--- src/rtl/halfband_interp_pkg.sv ---
package halfband_interp_pkg;

  typedef enum logic [1:0] {SPT_NONE, SPT_ADD, SPT_SUB} sptOp_e;

  typedef struct packed {
    sptOp_e     op;
    logic [3:0] shift;
  } sptTerm_t;

  typedef struct packed {
    logic shiftIn;
    logic accFirst;
    logic accEn;
    logic emitComp;
    logic emitDirect;
  } seqStrobe_t;

  localparam int SPT_TERMS = 3;
  localparam int SPT_FRAC  = 7;

  // Coefficient k applies to the pair at distance k from the centre; value = sum of +/- 2^-shift
  function automatic sptTerm_t coefTerm(input int tapIdx, input int termIdx);
    sptTerm_t t;
    t = '{SPT_NONE, 4'd0};
    case (tapIdx)
      0: case (termIdx)
           0: t = '{SPT_ADD, 4'd1};
           1: t = '{SPT_ADD, 4'd3};
           default: t = '{SPT_SUB, 4'd6};
         endcase
      1: case (termIdx)
           0: t = '{SPT_SUB, 4'd3};
           1: t = '{SPT_SUB, 4'd6};
           default: t = '{SPT_NONE, 4'd0};
         endcase
      2: case (termIdx)
           0: t = '{SPT_ADD, 4'd5};
           1: t = '{SPT_ADD, 4'd6};
           default: t = '{SPT_NONE, 4'd0};
         endcase
      default: case (termIdx)
           0: t = '{SPT_SUB, 4'd6};
           default: t = '{SPT_NONE, 4'd0};
         endcase
    endcase
    return t;
  endfunction

endpackage

--- src/rtl/halfband_interp_ctrl.sv ---
module halfband_interp_ctrl
  import halfband_interp_pkg::*;
#(
  parameter int NCH   = 2,
  parameter int NPAIR = 4,
  localparam int CW   = (NCH > 1) ? $clog2(NCH) : 1,
  localparam int TW   = (NPAIR > 1) ? $clog2(NPAIR) : 1
) (
  input  logic          clk,
  input  logic          rst,
  input  logic          inValid,
  input  logic [CW-1:0] inChan,
  output logic          inReady,
  output seqStrobe_t    strb,
  output logic [CW-1:0] chan,
  output logic [TW-1:0] tap
);

  typedef enum logic [1:0] {ST_IDLE, ST_ACC, ST_COMP, ST_DIR} seqState_e;

  seqState_e state;
  logic [NCH-1:0] pend;
  logic capture;

  assign inReady = (state == ST_IDLE) && !(&pend);
  assign capture = inValid && inReady && (int'(inChan) < NCH);

  always_comb begin
    strb = '0;
    case (state)
      ST_IDLE: strb.shiftIn = &pend;
      ST_ACC: begin
        strb.accEn    = 1'b1;
        strb.accFirst = (tap == '0);
      end
      ST_COMP: strb.emitComp   = 1'b1;
      default: strb.emitDirect = 1'b1;
    endcase
  end

  always_ff @(posedge clk) begin
    if (rst) begin
      state <= ST_IDLE;
      pend  <= '0;
      chan  <= '0;
      tap   <= '0;
    end else begin
      case (state)
        ST_IDLE: begin
          if (&pend) begin
            pend  <= '0;
            chan  <= '0;
            tap   <= '0;
            state <= ST_ACC;
          end else if (capture) begin
            pend[inChan] <= 1'b1;
          end
        end
        ST_ACC: begin
          if (tap == TW'(NPAIR - 1)) state <= ST_COMP;
          else tap <= tap + 1'b1;
        end
        ST_COMP: state <= ST_DIR;
        default: begin
          if (chan == CW'(NCH - 1)) begin
            state <= ST_IDLE;
          end else begin
            chan  <= chan + 1'b1;
            tap   <= '0;
            state <= ST_ACC;
          end
        end
      endcase
    end
  end

  // taps are visited one per cycle in ascending order
  assert_tap_step_R8: assert property (@(posedge clk) disable iff (rst)
    (strb.accEn && tap != '0) |-> ($past(strb.accEn) && $past(tap) == tap - 1'b1));

  // a pair always starts with channel 0, innermost tap
  assert_seq_start_R5: assert property (@(posedge clk) disable iff (rst)
    strb.shiftIn |=> (strb.accEn && tap == '0 && chan == '0));

endmodule

--- src/rtl/halfband_interp_dpath.sv ---
module halfband_interp_dpath
  import halfband_interp_pkg::*;
#(
  parameter int DATA_W  = 24,
  parameter int GUARD_W = 4,
  parameter int NCH     = 2,
  parameter int NPAIR   = 4,
  localparam int CW     = (NCH > 1) ? $clog2(NCH) : 1,
  localparam int TW     = (NPAIR > 1) ? $clog2(NPAIR) : 1,
  localparam int DLEN   = 2 * NPAIR,
  localparam int DW     = $clog2(DLEN),
  localparam int ACC_W  = DATA_W + GUARD_W + SPT_FRAC
) (
  input  logic                     clk,
  input  logic                     rst,
  input  logic                     capture,
  input  logic [CW-1:0]            inChan,
  input  logic signed [DATA_W-1:0] inData,
  input  seqStrobe_t               strb,
  input  logic [CW-1:0]            chan,
  input  logic [TW-1:0]            tap,
  output logic                     outValid,
  output logic [CW-1:0]            outChan,
  output logic                     outPhase,
  output logic signed [DATA_W-1:0] outData
);

  localparam logic signed [ACC_W-1:0] HALF_LSB = ACC_W'(1) << (SPT_FRAC - 1);
  localparam logic signed [ACC_W-1:0] MAXV = ACC_W'((64'sd1 <<< (DATA_W - 1)) - 1);
  localparam logic signed [ACC_W-1:0] MINV = -MAXV - 1;

  logic signed [DATA_W-1:0] hold [NCH];
  logic signed [DATA_W-1:0] dl   [NCH][DLEN];
  logic signed [ACC_W-1:0]  acc, prod, pairExt, shr;
  logic signed [DATA_W-1:0] satVal;
  logic [DW-1:0] idxLo, idxHi;

  assign idxLo = DW'(NPAIR - 1) - DW'(tap);
  assign idxHi = DW'(NPAIR) + DW'(tap);
  assign pairExt = ACC_W'(dl[chan][idxLo]) + ACC_W'(dl[chan][idxHi]);

  // Shift-add product: one pre-added pair times one signed-power-of-two coefficient
  always_comb begin
    prod = '0;
    for (int g = 0; g < SPT_TERMS; g++) begin
      sptTerm_t term;
      logic signed [ACC_W-1:0] shifted;
      term    = coefTerm(int'(tap), g);
      shifted = pairExt <<< (SPT_FRAC - int'(term.shift));
      case (term.op)
        SPT_ADD: prod = prod + shifted;
        SPT_SUB: prod = prod - shifted;
        default: ;
      endcase
    end
  end

  assign shr = (acc + HALF_LSB) >>> SPT_FRAC;

  always_comb begin
    if (shr > MAXV)      satVal = MAXV[DATA_W-1:0];
    else if (shr < MINV) satVal = MINV[DATA_W-1:0];
    else                 satVal = shr[DATA_W-1:0];
  end

  for (genvar c = 0; c < NCH; c++) begin : g_chan
    always_ff @(posedge clk) begin
      if (rst) begin
        hold[c] <= '0;
        for (int k = 0; k < DLEN; k++) dl[c][k] <= '0;
      end else begin
        if (capture && inChan == CW'(c)) hold[c] <= inData;
        if (strb.shiftIn) begin
          dl[c][0] <= hold[c];
          for (int k = 1; k < DLEN; k++) dl[c][k] <= dl[c][k-1];
        end
      end
    end

    // delay lines only move when a completed pair is shifted in
    assert_line_hold_R2: assert property (@(posedge clk) disable iff (rst)
      !strb.shiftIn |=> (dl[c][0] == $past(dl[c][0])));
  end

  always_ff @(posedge clk) begin
    if (rst) begin
      acc      <= '0;
      outValid <= 1'b0;
      outChan  <= '0;
      outPhase <= 1'b0;
      outData  <= '0;
    end else begin
      if (strb.accEn) acc <= strb.accFirst ? prod : acc + prod;
      outValid <= strb.emitComp | strb.emitDirect;
      if (strb.emitComp | strb.emitDirect) begin
        outChan  <= chan;
        outPhase <= strb.emitDirect;
        outData  <= strb.emitComp ? satVal : dl[chan][NPAIR-1];
      end
    end
  end

  // an interpolated emit strobe shows up as a phase-0 output next cycle
  assert_comp_tag_R5: assert property (@(posedge clk) disable iff (rst)
    strb.emitComp |=> (outValid && !outPhase));

endmodule

--- src/rtl/halfband_interp.sv ---
module halfband_interp
  import halfband_interp_pkg::*;
#(
  parameter int DATA_W  = 24,
  parameter int GUARD_W = 4,
  parameter int NCH     = 2,
  parameter int NPAIR   = 4,
  localparam int CW     = (NCH > 1) ? $clog2(NCH) : 1,
  localparam int TW     = (NPAIR > 1) ? $clog2(NPAIR) : 1
) (
  input  logic                     clk,
  input  logic                     rst,
  input  logic                     inValid,
  input  logic [CW-1:0]            inChan,
  input  logic signed [DATA_W-1:0] inData,
  output logic                     inReady,
  output logic                     outValid,
  output logic [CW-1:0]            outChan,
  output logic                     outPhase,
  output logic signed [DATA_W-1:0] outData
);

  seqStrobe_t    strb;
  logic [CW-1:0] chan;
  logic [TW-1:0] tap;

  halfband_interp_ctrl #(.NCH(NCH), .NPAIR(NPAIR)) u_ctrl (
    .clk(clk), .rst(rst), .inValid(inValid), .inChan(inChan),
    .inReady(inReady), .strb(strb), .chan(chan), .tap(tap)
  );

  halfband_interp_dpath #(.DATA_W(DATA_W), .GUARD_W(GUARD_W), .NCH(NCH), .NPAIR(NPAIR)) u_dpath (
    .clk(clk), .rst(rst), .capture(inValid && inReady), .inChan(inChan), .inData(inData),
    .strb(strb), .chan(chan), .tap(tap),
    .outValid(outValid), .outChan(outChan), .outPhase(outPhase), .outData(outData)
  );

  // every interpolated output is followed at once by the direct output of the same channel
  assert_pair_order_R5: assert property (@(posedge clk) disable iff (rst)
    (outValid && !outPhase) |=> (outValid && outPhase && outChan == $past(outChan)));

endmodule

--- config.mk ---
export PLATFORM = sky130hd
export DESIGN_NAME = halfband_interp
export DESIGN_NICKNAME = d
export VERILOG_FILES = /design/src/rtl/halfband_interp_pkg.sv /design/src/rtl/halfband_interp_ctrl.sv /design/src/rtl/halfband_interp_dpath.sv /design/src/rtl/halfband_interp.sv
export SDC_FILE = /design/constraint.sdc
export NUM_CORES = 1
export LEC_CHECK = 0
export BUFFER_PORTS_ARGS = -buffer_cell sky130_fd_sc_hd__buf_2
export CAP_MARGIN = 20
export CORE_AREA = 5 5 347 264
export DETAILED_ROUTE_END_ITERATION = 10
export DIE_AREA = 0 0 352 269
export GPL_TIMING_DRIVEN = 0
export PLACE_DENSITY_LB_ADDON = 0.2
export SLEW_MARGIN = 20
export SYNTH_ARGS = -nofsm -noshare
export SYNTH_HDL_FRONTEND = slang
export SYNTH_SLANG_ARGS = --single-unit
--- constraint.sdc ---
create_clock -name clk -period 14.4 [get_ports clk]
set_clock_uncertainty 0.2 [all_clocks]
set_input_delay 1.44 -clock clk [delete_from_list [all_inputs] [get_ports clk]]
set_output_delay 1.44 -clock clk [all_outputs]
set_load 0.005 [all_outputs]
== Word-level counts from Yosys, hierarchy flattened ==
Memories as Yosys holds them, arrays and structs flattened. A register that Yosys moved wholly into a read port is not among the register bits.
Index checks and enable logic that the tools add are counted.
Storage, ports and cells
  latch bits: 0
  bits in registers: 69
  RAM bits: 432
  output and inout port bits: 28
  memories kept: 2
  input port bits: 28
  logic and storage cells: 157
  ROM bits: 0
Memory list
  u_dpath.dl: depth 2, width 192, read ports 3, clocked after memory_dff 1, write ports 2, line halfband_interp_dpath.sv:33  | logic signed [DATA_W-1:0] dl [NCH][DLEN];
  u_dpath.hold: depth 2, width 24, read ports 2, clocked after memory_dff 0, write ports 2, line halfband_interp_dpath.sv:32  | logic signed [DATA_W-1:0] hold [NCH];
Operators by class
  add/subtract/negate cells: 15
  bitwise operators: 25
  multiplexer cells: 66
  $lt $le $gt $ge: 6
  reductions and logical operators: 16
  multiply operators: 0
  divide/modulo/power cells: 0
  shift-type cells: 3
  eq/ne operators: 15
Operator list (count)
  2-to-1 mux 24 bit: 25
  one-hot mux 35 bit (2 select lines): 3
  binary-select mux 24 bit (select 3 bit): 2
  adder 35 bit: 3
  <<< shifter 35 x 32 -> 35 bit: 3
  subtractor 35 bit: 2
  one-hot mux 6 bit (3 select lines): 2
  adder 35 x 8 -> 35 bit (second input constant): 1
  2-to-1 mux 35 bit: 1
  subtractor 1 x 35 -> 35 bit (first input constant): 1
  > comparator 28 x 24 -> 1 bit (second input constant): 1
  less-than comparator 28 x 24 -> 1 bit (second input constant): 1
  adder 24 x 24 -> 25 bit: 1
  2-to-1 mux 1 bit: 20
  bitwise OR 1 bit: 19
  2-to-1 mux 2 bit: 8
  subtractor 3 x 4 -> 5 bit (first input constant): 3
  equality test 2 bit (second input constant): 6
  one-hot mux 2 bit (3 select lines): 2
  equality test 2 x 1 -> 1 bit (second input constant): 5
  greater-or-equal comparator 4 bit (second input constant): 2
  inverter 3 -> 4 bit: 2
  AND reduction 2 bit: 4
  2-to-1 mux 6 bit: 1
  other kinds (20): 28

== Depth between registers and ports, before layout ==
Gate-level depths: netlist (run 1).
  depth in word-level cells: 15
  depth in mapped cells: 57
  depth with buffers taken out: 54

== Hierarchy ==
Synthesis (run 1) repeated with hierarchy kept, for this count alone.
Unflattened totals
  cells, all modules: 3466
  area total of the unflattened synthesis: 34613.2 um2
Modules (own cells, without submodules)
  halfband_interp_dpath: sequential area each 14213.6 um2, times used 1, cells each 3416, area an instance 34121.5 um2
  halfband_interp_ctrl: sequential area each 140.1 um2, times used 1, cells each 49, area an instance 485.5 um2
  halfband_interp: sequential area each 0.0 um2, times used 1, cells each 1, area an instance 6.3 um2

== Worst setup path after synthesis (run 1) ==
No wires, ideal clock.
  path kind: reg2reg
  start: register (tool-made name)
  end: register u_dpath.acc[34]
  cell stages (with the launch flop): 52
  library setup time: 0.086 ns
  slack: 3.336 ns
  data required time: 14.114 ns
  period minus slack after synthesis: 11.064 ns
  buffers on the path: 5
  arrival: 10.779 ns
  path through: dfxtp_1 -> clkbuf_1 -> clkbuf_1 -> buf_1 -> mux4_2 -> nand2_1 -> nand2_1 -> ha_1 -> inv_1 -> fa_1 -> buf_4 -> nand2b_4 -> a211oi_4 -> nor2_2 -> xor2_1 -> o21ai_0 -> a221o_1 -> nor4b_2 -> [16 not listed] -> a21o_1 -> a21o_1 -> a221o_1 -> or2_2 -> xor2_1 -> nand2_1 -> nand2_1 -> ha_1 -> or3_1 -> a211oi_1 -> nor2_1 -> a31oi_1 -> o21bai_1 -> a21oi_1 -> o21ai_0 -> a211oi_1 -> xnor2_1 -> a211oi_1
RTL lines
  to (signal assigned): line halfband_interp_dpath.sv:93  | if (strb.accEn) acc <= strb.accFirst ? prod : acc + prod;
  to (decl): line halfband_interp_dpath.sv:34  | logic signed [ACC_W-1:0] acc, prod, pairExt, shr;

==> run_results.csv, run 1 <==
group,metric,value,unit
layout,fill_cells,8496,
worst_setup_path,cp.required,14.74,ns
place,dpl.hpwl,95600,µm
logic_synthesis,synthFlopType,"edfxtp_1",
logic_synthesis,yosysWarnings,0,
logic_synthesis,syn_avg_cell_area,9.92,µm²
timing,min_period_over_period,95.9,%
layout,multi_input_area,19400,µm²
floorplanning,ioPinCount,56,
routing,wl_per_cell,25.0,µm
timing,max_freq,0.0724,GHz
layout,fin_area,38600,µm²
worst_setup_path,critical_path.slowest_cell,"o21ai_0",
logic_synthesis,synth.top_cell.area_share,37.3,%
worst_setup_path,path_max_fanout,10,
floorplanning,core_area,88300,µm²
worst_setup_path,cp_num_buf_inv,6,
worst_setup_path,arrival,14.15,ns
clock_tree,cts_tree,"done",
clock_tree,htree_levels,2,
grt,track_usage,24.9,%
logic_synthesis,post-synth-top-count-cell,"and2_1",
routing,remaining_drc_errors,0,
logic_synthesis,synth_nets,3675,
clock_tree,cts_buffers,53,
worst_setup_path,r2r_cells,48,
routing,dr_total_vias,28300,
grt,grt_pass1_wl,178000,µm
outcome,status,"finished clean",
routing,routed_wirelength,121000,µm
worst_setup_path,critPathMaxStageDelay,1.00,ns
timing,slew_headroom,14.3,%
floorplanning,fp.dieArea,94700,µm²
grt,grt_max_degree,57,
floorplanning,dieHeight,269,µm
layout,syn2layout_area_growth,11.0,%
layout,drive_gt1_share,11.4,%
place,placed_cell_area,36700,µm²
place,gp_congestion,1.02,
routing,avgViaCountPerCell,5.86,
routing,dr.pass1.iters,8,
worst_setup_path,crit_type,"flip-flop to flip-flop",
logic_synthesis,synth-edff-count,432,
logic_synthesis,synthTopCellsByArea,"edfxtp_1, and2_1, mux4_2",
worst_setup_path,end_kind,"flip-flop",
worst_setup_path,worst_setup_path_start_kind,"flip-flop",
logic_synthesis,synth_top_area_cell,"edfxtp_1",
timing,max_slew.worst_pin.slew,1.27,ns
clock_tree,root_buffer,"clkbuf_16",
clock_tree,clkSlewWorstSetupHoldPaths,0.06,ns
layout,diodes,0,
logic_synthesis,ys_async_sr_fraction,0,%
clock_tree,clock-sinks,502,
logic_synthesis,synth_seq_area_share,41.4,%
timing,slew_violations,0,
timing,rsz0062_at_grt,"no",
flow_run,maxCapViolCount,0,
clock_tree,clk_latency,0.63,ns
routing,drtIter0Drc,3435,
place,io_buffers,54,
worst_setup_path,cp_top_family,"compound AO/OA/AOI/OAI gates",
logic_synthesis,synthTopCellsByCount,"and2_1, edfxtp_1, nand2_1",
logic_synthesis,synthCells,3504,
worst_setup_path,worst-path-stages,48,
timing,hold_violations,0,
routing,ant_nets,0,
grt,antenna_found_initial,0,
hold_path,min_path_type,"flip-flop to flip-flop",
floorplanning,rows,95,
floorplanning,dieWidth,352,µm
layout,final_nets,3796,
logic_synthesis,synthDistinctLibCells,114,
grt,grt_overflow,0,
timing,setup_viol,0,
timing,period_minus_slack,13.81,ns
hold_path,worstHoldPathCells,2,
layout,ff_latch_area,14400,µm²
logic_synthesis,synth_area,34700,µm²
grt,grt_pass1_vias,26400,
floorplanning,start_util,39.3,%
clock_tree,clockBufferDepth,3,
logic_synthesis,yosys_register_bits,502,
==> tightest hold or removal path, cell delays in order, from the launching register on <==
cell,delay (ns)
dfxtp_1,0.31
nand2_1,0.05
a21oi_1,0.05
==> placed cells by master (no fill, tap or decap), types with 21 or more instances in the layout <==
master and count:
mux4_2 88, buf_2 71, dfxtp_1 70, nor2_1 244
nand3_1 68, a21o_1 57, buf_1 28, nor3_1 45
a21oi_1 216, inv_1 68, clkbuf_16 53, ha_1 140
clkbuf_1 155, nand4_1 27, edfxtp_1 432, a31oi_1 30
o21ai_1 22, nand2b_1 27, o21ai_0 141, mux2i_1 60
xnor2_1 123, and3_1 24, a211oi_1 33, xor2_1 64
mux2_2 37, nand2_1 367, and2_1 451, a311oi_1 21
o21a_1 22
==> metal layers <==
metal,vias up,global-route usage (%),wire [µm]
met5,-,0,0
met4,0,3.83,1640
met3,111,5.82,13500
met2,1337,34.0,46800
met1,13800,40.1,59000
li1,13100,-,-
==> state kept, by name (all words and copies together), names as in the netlist, named ones only <==
signal            count
u_ctrl.chan           1
u_dpath.outChan       1
u_ctrl.state          2
u_dpath.hold         48
u_dpath.acc          35
u_dpath.outPhase      1
u_dpath.outData      24
u_dpath.dl          384
u_ctrl.tap            2
u_ctrl.pend           2
u_dpath.outValid      1
==> metrics by stage <==
stage / util, % / hold slack [ns] / worst slack [ns] / instances / TNS (ns)
after floorplan: - / 0.239 / 3.34 / 3504 / 0
after global placement: 41.3 / 0.242 / -0.960 / 4722 / -351.23
after detailed placement: 41.6 / 0.246 / -0.565 / 4731 / -1.38
after CTS: 43.5 / 0.260 / 0.00937 / 4830 / 0
after global routing: 43.7 / 0.285 / 0.0345 / 4833 / 0
final: 43.7 / 0.260 / 0.587 / 4833 / 0
==> path summary, 6_finish.rpt <==
kind / end / startpoint / slack, ns
max: u_dpath.acc[34] / flip-flop / 0.59
min: u_dpath.outData[1] / u_dpath.outData[1] / 0.26
max reg2reg: u_dpath.acc[34] / flip-flop / 0.59
min reg2reg: u_dpath.outData[1] / u_dpath.outData[1] / 0.26
==> what timing repair did <==
item                       4_1_cts  5_1_grt
gates resized for setup         10       53
setup endpoints to repair        5        7
hold buffers                     0        0
setup buffers                    0        2
pin swaps                        0        1
==> cell families after synthesis <==
group	share of synthesized area [%]
other cells	0.0108
buf+inv	3.26
mux	8.63
compound gates	16.2
fa+ha+maj	5.24
xor+xnor	4.84
flops	41.4
simple gates	20.5
==> layout make-up <==
class | instances | share of cell area, %
buffer | 215 | 2.33
clock buffer | 66 | 3.64
clock inverter | 33 | 0.766
inverter | 71 | 0.691
multi-input combinational | 2716 | 50.2
sequential | 502 | 37.3
tap | 1164 | 3.78
timing repair buffer | 66 | 1.33
Power of run 1 is not shown: default switching activity piles up to over one toggle a cycle in this logic, so the estimate is an artifact.
==> inputs of run 2 (changes only) <==
--- a/config.mk
+++ b/config.mk
@@ -7,12 +7,13 @@
 export LEC_CHECK = 0
 export BUFFER_PORTS_ARGS = -buffer_cell sky130_fd_sc_hd__buf_2
 export CAP_MARGIN = 20
-export CORE_AREA = 5 5 347 264
+export CORE_AREA = 5 5 346 263
 export DETAILED_ROUTE_END_ITERATION = 10
-export DIE_AREA = 0 0 352 269
+export DIE_AREA = 0 0 351 268
 export GPL_TIMING_DRIVEN = 0
 export PLACE_DENSITY_LB_ADDON = 0.2
 export SLEW_MARGIN = 20
 export SYNTH_ARGS = -nofsm -noshare
 export SYNTH_HDL_FRONTEND = slang
+export SYNTH_HIERARCHICAL = 1
 export SYNTH_SLANG_ARGS = --single-unit
==> run_results.csv, run 2 <==
group,metric,value,unit
outcome,status,"finished clean",
timing,period_minus_slack,13.75,ns
grt,grt_pass1_vias,26200,
logic_synthesis,synthFlopType,"edfxtp_1",
grt,grt_overflow,0,
routing,remaining_drc_errors,0,
routing,wl_per_cell,23.6,µm
floorplanning,dieWidth,351,µm
layout,syn2layout_area_growth,11.4,%
clock_tree,clk_latency,0.61,ns
floorplanning,dieHeight,268,µm
logic_synthesis,synth_seq_area_share,41.5,%
logic_synthesis,post-synth-top-count-cell,"and2_1",
clock_tree,clock-sinks,501,
routing,drtIter0Drc,3464,
timing,slew_violations,0,
floorplanning,ioPinCount,56,
place,io_buffers,55,
logic_synthesis,ys_async_sr_fraction,0,%
routing,routed_wirelength,113000,µm
layout,drive_gt1_share,11.9,%
floorplanning,core_area,87200,µm²
grt,antenna_found_initial,2,
worst_setup_path,critPathMaxStageDelay,0.69,ns
clock_tree,cts_buffers,53,
grt,track_usage,23.5,%
grt,grt_max_degree,56,
clock_tree,ctsHoldBuffers,0,
logic_synthesis,yosysWarnings,6,
timing,min_period_over_period,95.5,%
logic_synthesis,synth_top_area_cell,"edfxtp_1",
logic_synthesis,synth_area,34600,µm²
layout,final_common_cell,"and2_1",
worst_setup_path,worst_setup_path_start_kind,"flip-flop",
timing,slew_headroom,24.3,%
floorplanning,start_util,39.7,%
logic_synthesis,synth_nets,3640,
place,placed_cell_area,36600,µm²
worst_setup_path,end_kind,"flip-flop",
logic_synthesis,synth-edff-count,432,
layout,largest_register,"u_dpath/dl",
worst_setup_path,arrival,13.99,ns
timing,setup_viol,0,
layout,final_nets,3762,
place,gp_congestion,1.01,
logic_synthesis,synth.top_cell.area_share,37.5,%
floorplanning,fp.dieArea,94100,µm²
clock_tree,htree_levels,2,
clock_tree,clockBufferDepth,3,
layout,fin_area,38500,µm²
logic_synthesis,yosys_register_bits,501,
grt,grt_pass1_wl,169000,µm
floorplanning,rows,94,
routing,dr_total_vias,27900,
hold_path,min_path_type,"flip-flop to flip-flop",
timing,max_freq,0.0727,GHz
layout,reg.largest.list,"u_dpath/dl: 384 flops, u_dpath/hold: 48 flops, u_dpath/acc: 35 flops",
routing,ant_nets,0,
worst_setup_path,crit_type,"flip-flop to flip-flop",
timing,max_slew.worst_pin.slew,1.14,ns
logic_synthesis,synthTopCellsByArea,"edfxtp_1, and2_1, mux4_2",
layout,largest_reg_flops,384,
logic_synthesis,synthDistinctLibCells,109,
worst_setup_path,path_max_fanout,11,
worst_setup_path,critical_path.slowest_cell,"clkdlybuf4s15_1",
logic_synthesis,synthCells,3466,
timing,whs,0.254,ns
layout,mostFrequentLayoutCells,"and2_1, edfxtp_1, nand2_1, nor2_1, a21oi_1",
logic_synthesis,syn_avg_cell_area,9.99,µm²
routing,dr.pass1.iters,7,
clock_tree,cts_tree,"done",
timing,hold_violations,0,
place,dpl.hpwl,89100,µm
worst_setup_path,crit_top_cell,"o21ai_0",
worst_setup_path,cp.required,14.64,ns
clock_tree,clkSlewWorstSetupHoldPaths,0.06,ns
logic_synthesis,synthTopCellsByCount,"and2_1, edfxtp_1, nand2_1",
flow_run,maxCapViolCount,0,
clock_tree,root_buffer,"clkbuf_16",
routing,avgViaCountPerCell,5.84,
==> run 2: kinds of logic after synthesis <==
family                     after synthesis  synth area share (%)
and+or+nand+nor                       1395                  20.7
AOI/OAI and AO/OA                      764                  14.5
buffers and inverters                  264                  2.96
xor gates and xnor gates               194                  4.95
muxes                                  201                  10.0
adders and majority gates              146                  5.34
DFF                                    501                  41.5
other                                    1                0.0108
==> run 2: repair_timing <==
action                                  4_1_cts  5_1_grt
buffers inserted                              0        2
pin swaps                                     0        1
gates resized for setup                      22       69
endpoints found under the setup margin        7       10
==> run 2: worst paths after layout <==
check / startpoint / endpoint / slack [ns] / cells past startpoint
max: u_ctrl/tap[0] / u_dpath/acc[33] / 0.65 / 50
min reg2reg: u_dpath/outData[11] / u_dpath/outData[11] / 0.25 / 2
min: u_dpath/outData[11] / u_dpath/outData[11] / 0.25 / 2
max reg2reg: u_ctrl/tap[0] / u_dpath/acc[33] / 0.65 / 50
==> run 2: layout make-up <==
cell class	count	area (µm²)
diodes	1	2.50
plain buffers	198	840
clock buffers	67	1440
clock inverters	33	324
fillers	8282	48600
inverters	64	240
multi-input cells	2701	19400
flip-flops and latches	501	14400
well taps	1152	1440
repair buffers	69	503
==> run 2: worst max-delay path: cells and delay by family (launching register included) <==
family	cells	cell delay, ns
fa+ha+maj	4	1.71
buf+inv	9	3.25
simple gates	11	2.12
xor+xnor	3	0.47
flops	1	0.65
mux	1	0.30
compound gates	22	4.82
==> run 2: per-layer routing <==
layer,wire [µm],up-vias,GRT usage (%)
met2,47000,1302,34.7
met1,52800,13500,36.2
met4,2840,2,5.34
met3,10400,175,3.96
met5,13,-,0
li1,-,13000,-
==> run 2: stage by stage <==
step | setup slack (ns) | setup TNS [ns] | util (%) | std cells
floorplan | 2.53 | 0 | - | 3466
global placement | -1.63 | -8.25 | 41.7 | 4673
detailed placement | -1.17 | -4.00 | 41.9 | 4685
CTS | 0.0281 | 0 | 44.1 | 4785
global route | -0.0182 | -0.0182 | 44.2 | 4785
finish | 0.648 | 0 | 44.2 | 4786
Power of run 2 is left out for the same reason.
